[config.mk]
export PLATFORM = sky130hd
export DESIGN_NAME = rst_seq_ctrl
export DESIGN_NICKNAME = d
export VERILOG_FILES = /design/src/rtl/rsq_pkg.sv /design/src/rtl/rsq_arbiter.sv /design/src/rtl/rsq_phase_timer.sv /design/src/rtl/rst_seq_ctrl.sv
export SDC_FILE = /design/constraint.sdc
export NUM_CORES = 1
export LEC_CHECK = 0
export BUFFER_PORTS_ARGS = -buffer_cell sky130_fd_sc_hd__buf_2
export CAP_MARGIN = 25
export CORE_UTILIZATION = 50
export CTS_CLUSTER_SIZE = 12
export DETAILED_ROUTE_END_ITERATION = 8
export GPL_ROUTABILITY_DRIVEN = 0
export MAX_ROUTING_LAYER = met4
export PLACE_DENSITY = 0.81
export SLEW_MARGIN = 10
export SYNTH_ARGS = -nofsm -noshare
export SYNTH_HDL_FRONTEND = slang
export SYNTH_SLANG_ARGS = --single-unit
[constraint.sdc]
create_clock -name clk -period 1.7 [get_ports clk]
set_input_delay 0.085 -clock clk [delete_from_list [all_inputs] [get_ports clk]]
set_output_delay 0.085 -clock clk [all_outputs]
set_load 0.02 [all_outputs]
[src/rtl/rsq_pkg.sv]
package rsq_pkg;

    localparam int NCAUSE    = 6;
    localparam int NINT      = 4;
    localparam int C_POR     = 0;
    localparam int C_PIN     = 1;
    localparam int C_WDOG    = 2;
    localparam int C_ILLOP   = 3;
    localparam int C_LOCK    = 4;
    localparam int C_CLKLOSS = 5;

    typedef enum logic [1:0] {
        PH_IDLE  = 2'd0,
        PH_DRIVE = 2'd1,
        PH_WAIT  = 2'd2
    } phase_e;

endpackage

[src/rtl/rsq_arbiter.sv]
module rsq_arbiter #(
    parameter int NREQ = 4
) (
    input  logic [NREQ-1:0] req,
    output logic [NREQ-1:0] grant,
    output logic            any
);

    // above[i] is set when some request at index i or higher is present.
    logic [NREQ:0] above;

    assign above[NREQ] = 1'b0;

    for (genvar i = 0; i < NREQ; i++) begin : g_prio
        assign grant[i] = req[i] & ~above[i+1];
        assign above[i] = above[i+1] | req[i];
    end

    assign any = above[0];

    // never more than one winner, and a winner whenever something asks
    always_comb begin
        a_r5_grant_onehot: assert ($onehot0(grant));
        a_r5_grant_present: assert (req == '0 || grant != '0);
    end

endmodule

[src/rtl/rsq_phase_timer.sv]
module rsq_phase_timer
    import rsq_pkg::*;
#(
    parameter int DRIVE_CYC  = 34,
    parameter int SAMPLE_DLY = 38
) (
    input  logic clk,
    input  logic por_n,
    input  logic start,
    output logic busy,
    output logic drive,
    output logic sample_now
);

    localparam int MAXC  = (DRIVE_CYC > SAMPLE_DLY) ? DRIVE_CYC : SAMPLE_DLY;
    localparam int CNT_W = (MAXC > 1) ? $clog2(MAXC) : 1;
    localparam logic [CNT_W-1:0] DRIVE_LAST = CNT_W'(DRIVE_CYC - 1);
    localparam logic [CNT_W-1:0] WAIT_LAST  = CNT_W'(SAMPLE_DLY - 1);

    typedef struct packed {
        phase_e           ph;
        logic [CNT_W-1:0] cnt;
    } tmr_t;

    tmr_t st_d, st_q;

    always_comb begin
        st_d       = st_q;
        sample_now = 1'b0;
        case (st_q.ph)
            PH_IDLE: begin
                if (start) begin
                    st_d.ph  = PH_DRIVE;
                    st_d.cnt = '0;
                end
            end
            PH_DRIVE: begin
                if (st_q.cnt == DRIVE_LAST) begin
                    st_d.ph  = PH_WAIT;
                    st_d.cnt = '0;
                end else begin
                    st_d.cnt = st_q.cnt + 1'b1;
                end
            end
            PH_WAIT: begin
                if (st_q.cnt == WAIT_LAST) begin
                    st_d.ph    = PH_IDLE;
                    st_d.cnt   = '0;
                    sample_now = 1'b1;
                end else begin
                    st_d.cnt = st_q.cnt + 1'b1;
                end
            end
            default: begin
                st_d.ph  = PH_IDLE;
                st_d.cnt = '0;
            end
        endcase
    end

    always_ff @(posedge clk or negedge por_n) begin
        if (!por_n) begin
            st_q <= '{ph: PH_DRIVE, cnt: '0};
        end else begin
            st_q <= st_d;
        end
    end

    assign busy  = (st_q.ph != PH_IDLE);
    assign drive = (st_q.ph == PH_DRIVE);

    // a start seen while idle lands in the drive phase one edge later
    a_r3_start_enters_drive: assert property (@(posedge clk) disable iff (!por_n)
        (!busy && start) |=> drive);

    // the drive phase always hands over to the release window
    a_r4_release_follows_drive: assert property (@(posedge clk) disable iff (!por_n)
        $fell(drive) |-> busy);

    // the window ends only through the sampling step
    a_r4_end_via_sample: assert property (@(posedge clk) disable iff (!por_n)
        $fell(busy) |-> $past(sample_now));

endmodule

[src/rtl/rst_seq_ctrl.sv]
module rst_seq_ctrl
    import rsq_pkg::*;
#(
    parameter int DRIVE_CYC  = 34,
    parameter int SAMPLE_DLY = 38
) (
    input  logic              clk,
    input  logic              por_n,
    input  logic              illegal_op,
    input  logic              dbg_rst_req,
    input  logic              lock_lost,
    input  logic              clk_lost,
    input  logic              wdog_tmo,
    input  logic              pin_in,
    input  logic              pin_rst_en,
    output logic              sys_rst,
    output logic              pin_drive_low,
    output logic              self_clk_sel,
    output logic [NCAUSE-1:0] rst_cause
);

    typedef struct packed {
        logic [NCAUSE-1:0] cause;
    } ctl_t;

    ctl_t ctl_d, ctl_q;

    logic [NINT-1:0] int_req;
    logic [NINT-1:0] int_win;
    logic            int_any;
    logic            pin_req;
    logic            start;
    logic            busy;
    logic            drive;
    logic            sample_now;

    // order follows the cause bits 2..5 so the winner drops straight in
    assign int_req = {clk_lost, lock_lost, illegal_op, wdog_tmo};
    assign pin_req = pin_rst_en & ~pin_in;
    assign start   = int_any | dbg_rst_req | pin_req;

    rsq_arbiter #(
        .NREQ (NINT)
    ) u_arb (
        .req   (int_req),
        .grant (int_win),
        .any   (int_any)
    );

    rsq_phase_timer #(
        .DRIVE_CYC  (DRIVE_CYC),
        .SAMPLE_DLY (SAMPLE_DLY)
    ) u_tmr (
        .clk        (clk),
        .por_n      (por_n),
        .start      (start),
        .busy       (busy),
        .drive      (drive),
        .sample_now (sample_now)
    );

    always_comb begin
        ctl_d = ctl_q;
        if (!busy && start) begin
            ctl_d.cause = {int_win, 2'b00};
        end else if (sample_now && ctl_q.cause == '0 && pin_rst_en && !pin_in) begin
            ctl_d.cause[C_PIN] = 1'b1;
        end
    end

    always_ff @(posedge clk or negedge por_n) begin
        if (!por_n) begin
            ctl_q.cause <= NCAUSE'(1) << C_POR;
        end else begin
            ctl_q <= ctl_d;
        end
    end

    assign sys_rst       = busy;
    assign self_clk_sel  = busy;
    assign pin_drive_low = drive;
    assign rst_cause     = ctl_q.cause;

    // the record is one-hot or empty at all times
    a_r5_cause_onehot: assert property (@(posedge clk) disable iff (!por_n)
        $onehot0(rst_cause));

    // nothing rewrites the record once the pad is being driven
    a_r9_frozen_in_drive: assert property (@(posedge clk) disable iff (!por_n)
        (pin_drive_low && $past(pin_drive_low)) |-> $stable(rst_cause));

    // the record holds between sequences
    a_r10_hold_idle: assert property (@(posedge clk) disable iff (!por_n)
        (!sys_rst && !$past(sys_rst)) |-> $stable(rst_cause));

    // the pad bit appears only at the end of the window with the pad low and enabled
    a_r7_pad_bit_origin: assert property (@(posedge clk) disable iff (!por_n)
        $rose(rst_cause[C_PIN]) |-> ($fell(sys_rst) && !$past(pin_in) && $past(pin_rst_en)));

    // the pad is only pulled while the system is held in reset
    a_r3_drive_inside_reset: assert property (@(posedge clk) disable iff (!por_n)
        pin_drive_low |-> (sys_rst && self_clk_sel));

endmodule

==> results by group, run 1 <==
Placement
  – Dpl cell area: 830 sq um
  – Input/output buffers: 17
  – Final HPWL DP: around 1100 um
  – Pre-CTS setup slack: approximately 0.19 ns

Timing
  – F_max: 654 MHz
  – Tightest Pin Transition: between 0.4 and 0.5 ns
  – Hold WS: just under 0.04 ns
  – Setup tns final: 0 ns
  – Final setup violation count: 0
  – RSZ-0062 raised after global routing: false
  – Fin crit share: 89.9%
  – Worst clock skew: 0.00704 ns
  – Hold Vio Cnt, Final: 0
  – PnR worst setup slack: 0.172 ns
  – Slew margin rel.: ~70%
  – Slew Limit Fails: 0
  – Final min period: 1.53 ns

Detailed routing
  – Wire length on met1: 713 um
  – Routed WL per cell: roughly 12 um
  – DR top layer: met4
  – Number of routed nets with antenna violations: 0
  – Final wirelength: 1400 um
  – DRC viols: 0
  – Vias: 617
  – DR pass1 iterations: 4
  – Wire length on met3: 35 um
  – DR iter-0 viols: 23
  – Routed wl met2: 634 um
  – Drt via density: 5.51

Logic synthesis
  – Top FF cell, synth: dfrtp_1
  – Synth warn: 0
  – EDFF count, synth: 0
  – Top cell type's share of synthesized area: approximately 41%
  – Asr flop ratio synth: 100%
  – Distinct cells, synth: 33
  – Yosys top cell by area: dfrtp_1
  – Synth top cells by count: dfrtp_1 (12), nand2_1 (9), nor2_1 (7)
  – #FFs+latches synth: 14
  – Synth Cell Area: roughly 730 sq um
  – Avg Synthesized Cell Area: 9.65 sq um
  – Top-count cell post-synth: dfrtp_1
  – Top cells by area, synth: dfrtp_1 (41%), dfstp_2 (7.2%), nand2_1 (4.6%), nor2_1 (3.6%), ha_1 (3.4%)
  – Synth Instances: 76
  – Post-Syn Nets: a little under 90
  – Seq/Total Area, Yosys: 48.1%

Clock network
  – Clk sink count: 14
  – Clock transition at path regs: 0.09 ns
  – H-tree level count: 1
  – Clock Path Buffers: 2
  – Clk Latency, worst-skew pair: 0.28 ns
  – Clock root buffer: clkbuf_4
  – Post-CTS Setup Repair Bufs: 0
  – CTS tree: yes
  – Cts bufs inserted: 3
  – Post-CTS sizing: 0

Setup path
  – CP Launch Type: flop
  – Worst EP required: 1.86 ns
  – CP Data Arrival Time: 1.69 ns
  – CP Class: flop to flop
  – Crit-path max FO: 6
  – CP endpoint kind: flop

Cells and area
  – Layout filler cell count: 112
  – N_diodes: 0
  – Register area: 353 sq um
  – Multi-input gate area: ~360 sq um
  – Final instance area: 876 sq um
  – Layout cells sized above 1: a little over a quarter
  – Layout area overhead: 19.5%
  – Total Nets Final: 109

Die
  – I/O pins: 18
  – Core Area: roughly 0.0013 sq mm
  – Starting density of the core: between 50% and 60%
  – Die Wd: 40.3 um
  – Num rows: 13
  – Die ar.: 0.00162 sq mm
  – Die height: ~40 um

Power and ir drop
  – P_leak: 0.468 nW
  – Pwr Density: 739 mW/mm^2
  – Peak supply drop: 414 uV

Global route
  – Total congestion overflow: 0
  – Largest net degree at the start of global routing: 15
  – Initial antenna violation count: 0
  – Number of global-route vias before repair: 524
  – GRT Util Overall: 21.7%
  – First-pass GRT wire length: 2220 um

Run
  – Max_cap viols: 0

Worst hold path
  – Worst hold path class: input port to flop

Run status
  – Status: complete, no violations
[layer usage]
layer	vias up	track usage (%)
li1	314	-
met1	291	29.1
met2	10	32.3
met3	2	3.33
met4	0	10.0
met5	-	-
[per-stage QoR]
step | power, W | instances | utilization (%)
after floorplan | 0.000388 | 76 | -
after global placement | 0.000414 | 107 | 62.2
after detailed placement | 0.000416 | 107 | 62.2
after CTS | 0.000658 | 112 | 65.7
after global routing | 0.000680 | 112 | 65.7
final | 0.000647 | 112 | 65.7
[layout make-up]
cell class	count	area share, %
flip-flops and latches	14	40.3
multi-input cells	57	40.9
inverters	4	1.71
well taps	15	2.14
clock buffers	4	4.14
repair buffers	18	10.9
[power breakdown]
part / internal, W / total, W / switching [W]
combinational: 0.0000263 / 0.0000628 / 0.0000365
clock: 0.000130 / 0.000236 / 0.000106
sequential: 0.000342 / 0.000348 / 0.00000651
total: 0.000498 / 0.000647 / 0.000149
[path summary, 6_finish.rpt]
check | endpoint | cells past startpoint | slack, ns | start
worst max-delay path | u_tmr.st_q[5] | 6 | 0.17 | u_tmr.st_q[1]
worst min-delay path | rst_cause[5] | 3 | 0.04 | clk_lost
worst max register to register | u_tmr.st_q[5] | 6 | 0.17 | u_tmr.st_q[1]
worst min register to register | rst_cause[4] | 2 | 0.50 | rst_cause[4]
max in group asynchronous | rst_cause[0] | 2 | 1.18 | por_n
min in group asynchronous | rst_cause[1] | 2 | 0.22 | por_n
[logic make-up (layout without fill, tap and decap cells)]
| family | after synthesis | in the layout | synth area share [%] |
|---|---|---|---|
| simple gates | 37 | 37 | 26.6 |
| compound gates | 17 | 17 | 17.6 |
| flops | 14 | 14 | 48.1 |
| buf+inv | 5 | 26 | 3.07 |
| fa+ha+maj | 2 | 2 | 3.41 |
| xor+xnor | 1 | 1 | 1.19 |
[sequential cells by signal, indices dropped and copies added (netlist names)]
name	cells
rst_cause	6
u_tmr.st_q	8
[critical path, stage by stage, from the launching register on]
cell	delay, ns
dfrtp_1	0.40
inv_1	0.08
ha_1	0.13
and4bb_2	0.29
a22oi_2	0.08
and3_1	0.18
a211o_1	0.26
[placed cells by master (no fill, tap or decap), types with 3 or more instances in the layout]
cell type and instances:
dfrtp_1 12, nand3_1 3, nand2_1 9, clkbuf_4 3
nor3_1 3, nand2b_1 4, inv_1 4, buf_2 17
nor2_1 7, o21ai_0 3
[what timing repair did]
item / CTS / global route
hold buffers: 1 / 0
hold endpoints to repair: 14 / 0
endpoints found under the setup margin: 0 / 0
Note: power is estimated with default switching activity, not from simulation.
==> run 2, diff against run 1 <==
==> constraint.sdc (replaced) <==
create_clock -name clk -period 1.47 [get_ports clk]
set_input_delay 0.0735 -clock clk [delete_from_list [all_inputs] [get_ports clk]]
set_output_delay 0.0735 -clock clk [all_outputs]
set_load 0.05 [all_outputs]
==> results by group, run 2 (synthesis results as in run 1) <==
Global route
  – Initial antenna violation count: 0 (unchanged)
  – Total congestion overflow: 0 (unchanged)
  – GRT Util Overall: 25.2% (+3.4 points)
  – Largest net degree at the start of global routing: 15 (unchanged)
  – First-pass GRT wire length: 2550 um (+15%)
  – Number of global-route vias before repair: 578 (+10%)

Die
  – Core Area: 0.00133 sq mm (unchanged)
  – Die ar.: 0.00162 sq mm (unchanged)
  – Die height: 40.3 um (unchanged)
  – Die Wd: 40.3 um (unchanged)
  – Num rows: 13 (unchanged)
  – I/O pins: 18 (unchanged)
  – Starting density of the core: 55.0% (unchanged)

Clock network
  – Clock Path Buffers: 2 (unchanged)
  – Clk Latency, worst-skew pair: 0.28 ns (about the same)
  – H-tree level count: 1 (unchanged)
  – CTS tree: yes
  – Clock root buffer: clkbuf_4
  – Clk sink count: 14 (unchanged)
  – Cts bufs inserted: 3 (unchanged)
  – Clock transition at path regs: 0.09 ns (about the same)

Power and ir drop
  – Net Sw Frac: 26.6% (+3.5 points)
  – Clk network pwr share: 36.0% (-0.5 points)
  – Peak supply drop: 465 uV (+12%)
  – Net Switching: 0.000213 W (+43%)
  – Combinational power share: 13.6% (+3.9 points)
  – Pint: 0.000588 W (+18%)
  – Pwr Density: 789 mW/mm^2 (+6.8%)
  – Sequential share of power: 50.4% (-3.4 points)
  – P_leak: 0.531 nW (+14%)

Setup path
  – Cells along the critical path: inv_2, ha_4, and4bb_4, a22oi_2, and3_1, a211o_1
  – Worst EP required: 1.65 ns (-0.21 ns)
  – FF-to-FF path depth: 6 (unchanged)
  – Slowest cell on crit path: dfrtp_1
  – Reg-to-Reg Start: u_tmr.st_q[1]
  – CP Class: flop to flop
  – Crit-path max FO: 5 (-1)
  – CP Launch Point: u_tmr.st_q[1]
  – Worst stage delay on the critical path: 0.39 ns (about the same)
  – CP endpoint kind: flop
  – Worst setup endpoint: u_tmr.st_q[5]
  – CP Data Arrival Time: 1.65 ns (-0.04 ns)
  – CP Launch Type: flop
  – Worst reg2reg setup slack: 0.001 ns (-0.17 ns)
  – Reg-to-Reg End: u_tmr.st_q[5]

Timing
  – Fin crit share: 99.9% (+10 points)
  – Tightest Pin Transition: 0.401 ns (-0.0223 ns)
  – Hold Vio Cnt, Final: 0 (unchanged)
  – F_max: 681 MHz (+4.1%)
  – Final setup violation count: 0 (unchanged)
  – Slew Limit Fails: 0 (unchanged)
  – PnR worst setup slack: 0.00123 ns (-0.170 ns)
  – RSZ-0062 raised after global routing: true
  – Slew margin rel.: 73.1% (+1.4 points)
  – Final min period: 1.47 ns (-0.0597 ns)
  – Worst clock skew: 0.00327 ns (-0.00377 ns)

Detailed routing
  – Number of routed nets with antenna violations: 0 (unchanged)
  – DRC viols: 0 (unchanged)
  – DR iter-0 viols: 16 (-30%)
  – DR pass1 iterations: 4 (unchanged)
  – Final wirelength: 1760 um (+26%)
  – Vias: 687 (+11%)
  – Drt via density: 5.68 (+3.1%)
  – Routed WL per cell: 14.5 um (+16%)

Cells and area
  – Layout area overhead: 38.4%
  – Most frequent cells in the layout: buf_2 (16), dfrtp_1 (12), nand2_1 (9)
  – Max FFs per register: 8 (unchanged)
  – Largest register by flop count: u_tmr.st_q
  – Layout cells sized above 1: 41.5% (+15 points)
  – Non-Filler Instances: 121 (+8.0%)
  – N_diodes: 0 (unchanged)
  – Total Nets Final: 118 (+8.3%)
  – Most common cell after layout, fill and taps aside: buf_2
  – Layout filler cell count: 88 (-21%)
  – Final core utilization: 76.1% (+10 points)

Placement
  – Pre-CTS setup slack: -0.0211 ns (-0.209 ns)
  – Placed cell count: 114 (+6.5%)
  – Input/output buffers: 17 (unchanged)
  – Final HPWL DP: 1170 um (+10%)

Run status
  – Status: complete, no violations

Run
  – Max_cap viols: 0 (unchanged)

Worst hold path
  – Worst hold path class: input port to flop
run 2: cell types whose count changed in the layout (fill, tap and decap cells not counted), sizes merged:
cell  previous run  this run
buf             17        26
run 2: how the worst min path moves through the flow:
stage	startpoint	end	slack (ns)	cells past startpoint
after floorplan	por_n	rst_cause[1]	-0.22	0
final	clk_lost	rst_cause[5]	0.03	3
after CTS	wdog_tmo	rst_cause[2]	0.03	3
after global routing	illegal_op	rst_cause[3]	0.05	2
after detailed placement	por_n	rst_cause[1]	-0.01	1
after global placement	por_n	rst_cause[1]	-0.01	1
run 2: critical path, delay by kind of cell (launching register included):
family,cells,cell delay [ns]
adder cells (fa/ha/maj),1,0.13
AND/OR/NAND/NOR,2,0.48
buffers and inverters,1,0.08
flip-flops,1,0.39
AO/OA/AOI/OAI,2,0.29
run 2: power by group through the flow:
stage / clock [W] / combinational, W / sequential (W)
2_1_floorplan: 0 / 0.0000342 / 0.000431
3_3_place_gp: 0 / 0.0000924 / 0.000409
3_5_place_dp: 0 / 0.0000944 / 0.000409
4_1_cts: 0.000286 / 0.0000997 / 0.000402
5_1_grt: 0.000306 / 0.000118 / 0.000405
6_report: 0.000288 / 0.000109 / 0.000403
run 2: what timing repair did:
item | in CTS | in global routing
cloned | 0 | 0
pin swaps | 0 | 7
hold buffers | 1 | 0
setup endpoints to repair | 2 | 6
resized for setup | 3 | 13
setup buffers | 2 | 0
hold endpoints to repair | 14 | 0
run 2: cell type report:
type,instances,area (sq um),share of cell area [%]
multi-input cells,57,413,40.7
inverters,4,17.5,1.73
clock buffers,4,36.3,3.58
well taps,15,18.8,1.85
flip-flops and latches,14,353,34.8
repair buffers,27,176,17.4
run 2: metrics by stage:
step / area, sq um / hold WS (ns) / power (W) / setup TNS, ns
final: 1010 / 0.0312 / 0.000801 / 0
after global routing: 1010 / 0.0497 / 0.000829 / -0.0724
after CTS: 958 / 0.0335 / 0.000788 / -0.0456
after detailed placement: 882 / -0.0150 / 0.000504 / -0.0211
after global placement: 882 / -0.0149 / 0.000501 / 0
after floorplan: 733 / -0.222 / 0.000465 / 0
run 2: metal layers:
layer / wire length (um) / up-vias / track usage, % / share of wire (%)
li1: - / 335 / - / -
met1: 812 / 321 / 33.4 / 46
met2: 828 / 27 / 36.3 / 47
met3: 90 / 4 / 6.67 / 5.1
met4: 25 / 0 / 10.0 / 1.4
met5: 0 / - / - / 0
==> run 3, diff against run 2 <==
--- a/config.mk
+++ b/config.mk
@@ -13,6 +13,7 @@
 export GPL_ROUTABILITY_DRIVEN = 0
 export MAX_ROUTING_LAYER = met4
 export PLACE_DENSITY = 0.81
+export RECOVER_POWER = 25
 export SLEW_MARGIN = 10
 export SYNTH_ARGS = -nofsm -noshare
 export SYNTH_HDL_FRONTEND = slang
==> results by group, run 3 (synthesis results as in run 1) <==
Run status
  – Status: complete, no violations

Timing
  – Fin crit share: 99.9% (unchanged)
  – Slew Limit Fails: 0 (unchanged)
  – Final setup violation count: 0 (unchanged)
  – RSZ-0062 raised after global routing: true
  – Worst clock skew: 0.00327 ns (unchanged)
  – Hold WS: 0.0312 ns (unchanged)
  – Tightest Pin Transition: 0.741 ns (+0.340 ns)
  – Slew margin rel.: 50.6% (-22 points)
  – F_max: 681 MHz (unchanged)
  – Final min period: 1.47 ns (unchanged)
  – Hold Vio Cnt, Final: 0 (unchanged)

Setup path
  – CP Class: flop to flop
  – CP Launch Type: flop
  – CP endpoint kind: flop
  – CP Launch Point: u_tmr.st_q[1]
  – Slowest cell on crit path: dfrtp_1
  – Worst EP required: 1.65 ns (about the same)
  – Worst stage delay on the critical path: 0.39 ns (about the same)
  – Reg-to-Reg Start: u_tmr.st_q[1]
  – Cells along the critical path: inv_2, ha_4, and4bb_4, a22oi_2, and3_1, a211o_1
  – CP Data Arrival Time: 1.65 ns (about the same)
  – Crit-path max FO: 5 (unchanged)

Die
  – Die ar.: 0.00162 sq mm (unchanged)
  – Starting density of the core: 55.0% (unchanged)
  – Die Wd: 40.3 um (unchanged)
  – Die height: 40.3 um (unchanged)
  – Num rows: 13 (unchanged)
  – Core Area: 0.00133 sq mm (unchanged)
  – I/O pins: 18 (unchanged)

Detailed routing
  – Drt via density: 5.69 (+0.29%)
  – Routed WL per cell: 14.5 um (-0.11%)
  – Final wirelength: 1760 um (-0.11%)
  – Vias: 689 (+0.29%)
  – DR iter-0 viols: 16 (unchanged)
  – DRC viols: 0 (unchanged)
  – Number of routed nets with antenna violations: 0 (unchanged)
  – DR pass1 iterations: 4 (unchanged)

Cells and area
  – Largest register by flop count: u_tmr.st_q
  – Layout cells sized above 1: 40.6% (-0.94 points)
  – Layout filler cell count: 89 (+1.1%)
  – Most frequent cells in the layout: buf_2 (15), dfrtp_1 (12), nand2_1 (9)
  – Final instance area: 0.00101 sq mm (-0.12%)
  – Max FFs per register: 8 (unchanged)
  – Layout area overhead: 38.2%
  – Non-Filler Instances: 121 (unchanged)
  – Most common cell after layout, fill and taps aside: buf_2
  – Total Nets Final: 118 (unchanged)
  – N_diodes: 0 (unchanged)

Global route
  – Initial antenna violation count: 0 (unchanged)
  – Number of global-route vias before repair: 578 (unchanged)
  – GRT Util Overall: 25.2% (unchanged)
  – Largest net degree at the start of global routing: 15 (unchanged)
  – First-pass GRT wire length: 2550 um (unchanged)
  – Total congestion overflow: 0 (unchanged)

Clock network
  – Clk Latency, worst-skew pair: 0.28 ns (about the same)
  – Clock root buffer: clkbuf_4
  – Cts bufs inserted: 3 (unchanged)
  – CTS tree: yes
  – H-tree level count: 1 (unchanged)
  – Clock transition at path regs: 0.09 ns (about the same)
  – Clk sink count: 14 (unchanged)
  – Clock Path Buffers: 2 (unchanged)

Power and ir drop
  – Pwr Density: 790 mW/mm^2 (about the same)
  – Peak supply drop: 465 uV (about the same)
  – P_leak: 0.528 nW (-0.52%)

Run
  – Max_cap viols: 0 (unchanged)

Placement
  – Placed cell count: 114 (unchanged)
  – Input/output buffers: 17 (unchanged)
  – Final HPWL DP: 1170 um (unchanged)
  – Dpl cell area: 882 sq um (unchanged)

Worst hold path
  – Worst hold path class: input port to flop
  – Hold Crit Start: clk_lost
run 3: cell count changes in the layout (fill, tap and decap cells not counted):
cell,previous run,this run
buf_2,16,15
clkbuf_1,0,1
run 3: worst max-delay path, delay by kind of cell (launching register included):
kind | cells | cell delay (ns)
compound gates | 2 | 0.29
fa+ha+maj | 1 | 0.13
buf+inv | 1 | 0.08
flops | 1 | 0.39
simple gates | 2 | 0.48
run 3: worst paths after layout:
check,to,slack (ns),depth (start not counted)
setup / recovery,u_tmr.st_q[5],0.001,6
hold / removal,rst_cause[5],0.03,3
setup reg to reg,u_tmr.st_q[5],0.001,6
hold reg to reg,rst_cause[0],0.50,1
max in group asynchronous,rst_cause[3],0.63,2
min in group asynchronous,u_tmr.st_q[2],0.38,2
run 3: power breakdown:
group / switching, W / internal [W] / leakage [nW] / total [W]
registers: 0.00000827 / 0.000395 / 0.176 / 0.000403
clock network: 0.000138 / 0.000151 / 0.0210 / 0.000288
logic: 0.0000670 / 0.0000414 / 0.331 / 0.000108
total: 0.000213 / 0.000587 / 0.528 / 0.000800
run 3: per-stage QoR:
| stage | setup TNS (ns) | util, % | setup slack, ns | total power (W) |
|---|---|---|---|---|
| after global routing | -0.0724 | 76.0 | -0.0376 | 0.000828 |
| after floorplan | 0 | - | 0.0106 | 0.000465 |
| after detailed placement | -0.0211 | 66.1 | -0.0211 | 0.000504 |
| after global placement | 0 | 66.1 | 0.0362 | 0.000501 |
| after CTS | -0.0456 | 71.9 | -0.0281 | 0.000788 |
| final | 0 | 76.0 | 0.00123 | 0.000800 |
run 3: per-layer routing:
layer,wire (um),track usage (%)
met1,809,33.4
met2,826,36.3
met3,94,6.67
met4,25,10.0
met5,0,-
run 3: layout make-up:
class	count	area (sq um)	area share, %
inverters	4	17.5	1.73
well taps	15	18.8	1.85
multi-input cells	57	413	40.7
clock buffers	4	36.3	3.58
flip-flops and latches	14	353	34.8
repair buffers	27	175	17.3
run 3: timing repair:
action / CTS / global route
hold buffers: 1 / 0
gates resized for setup: 3 / 13
buffers inserted: 2 / 0
setup endpoints to repair: 2 / 6
pin swaps: 0 / 7
endpoints found under the hold margin: 14 / 0
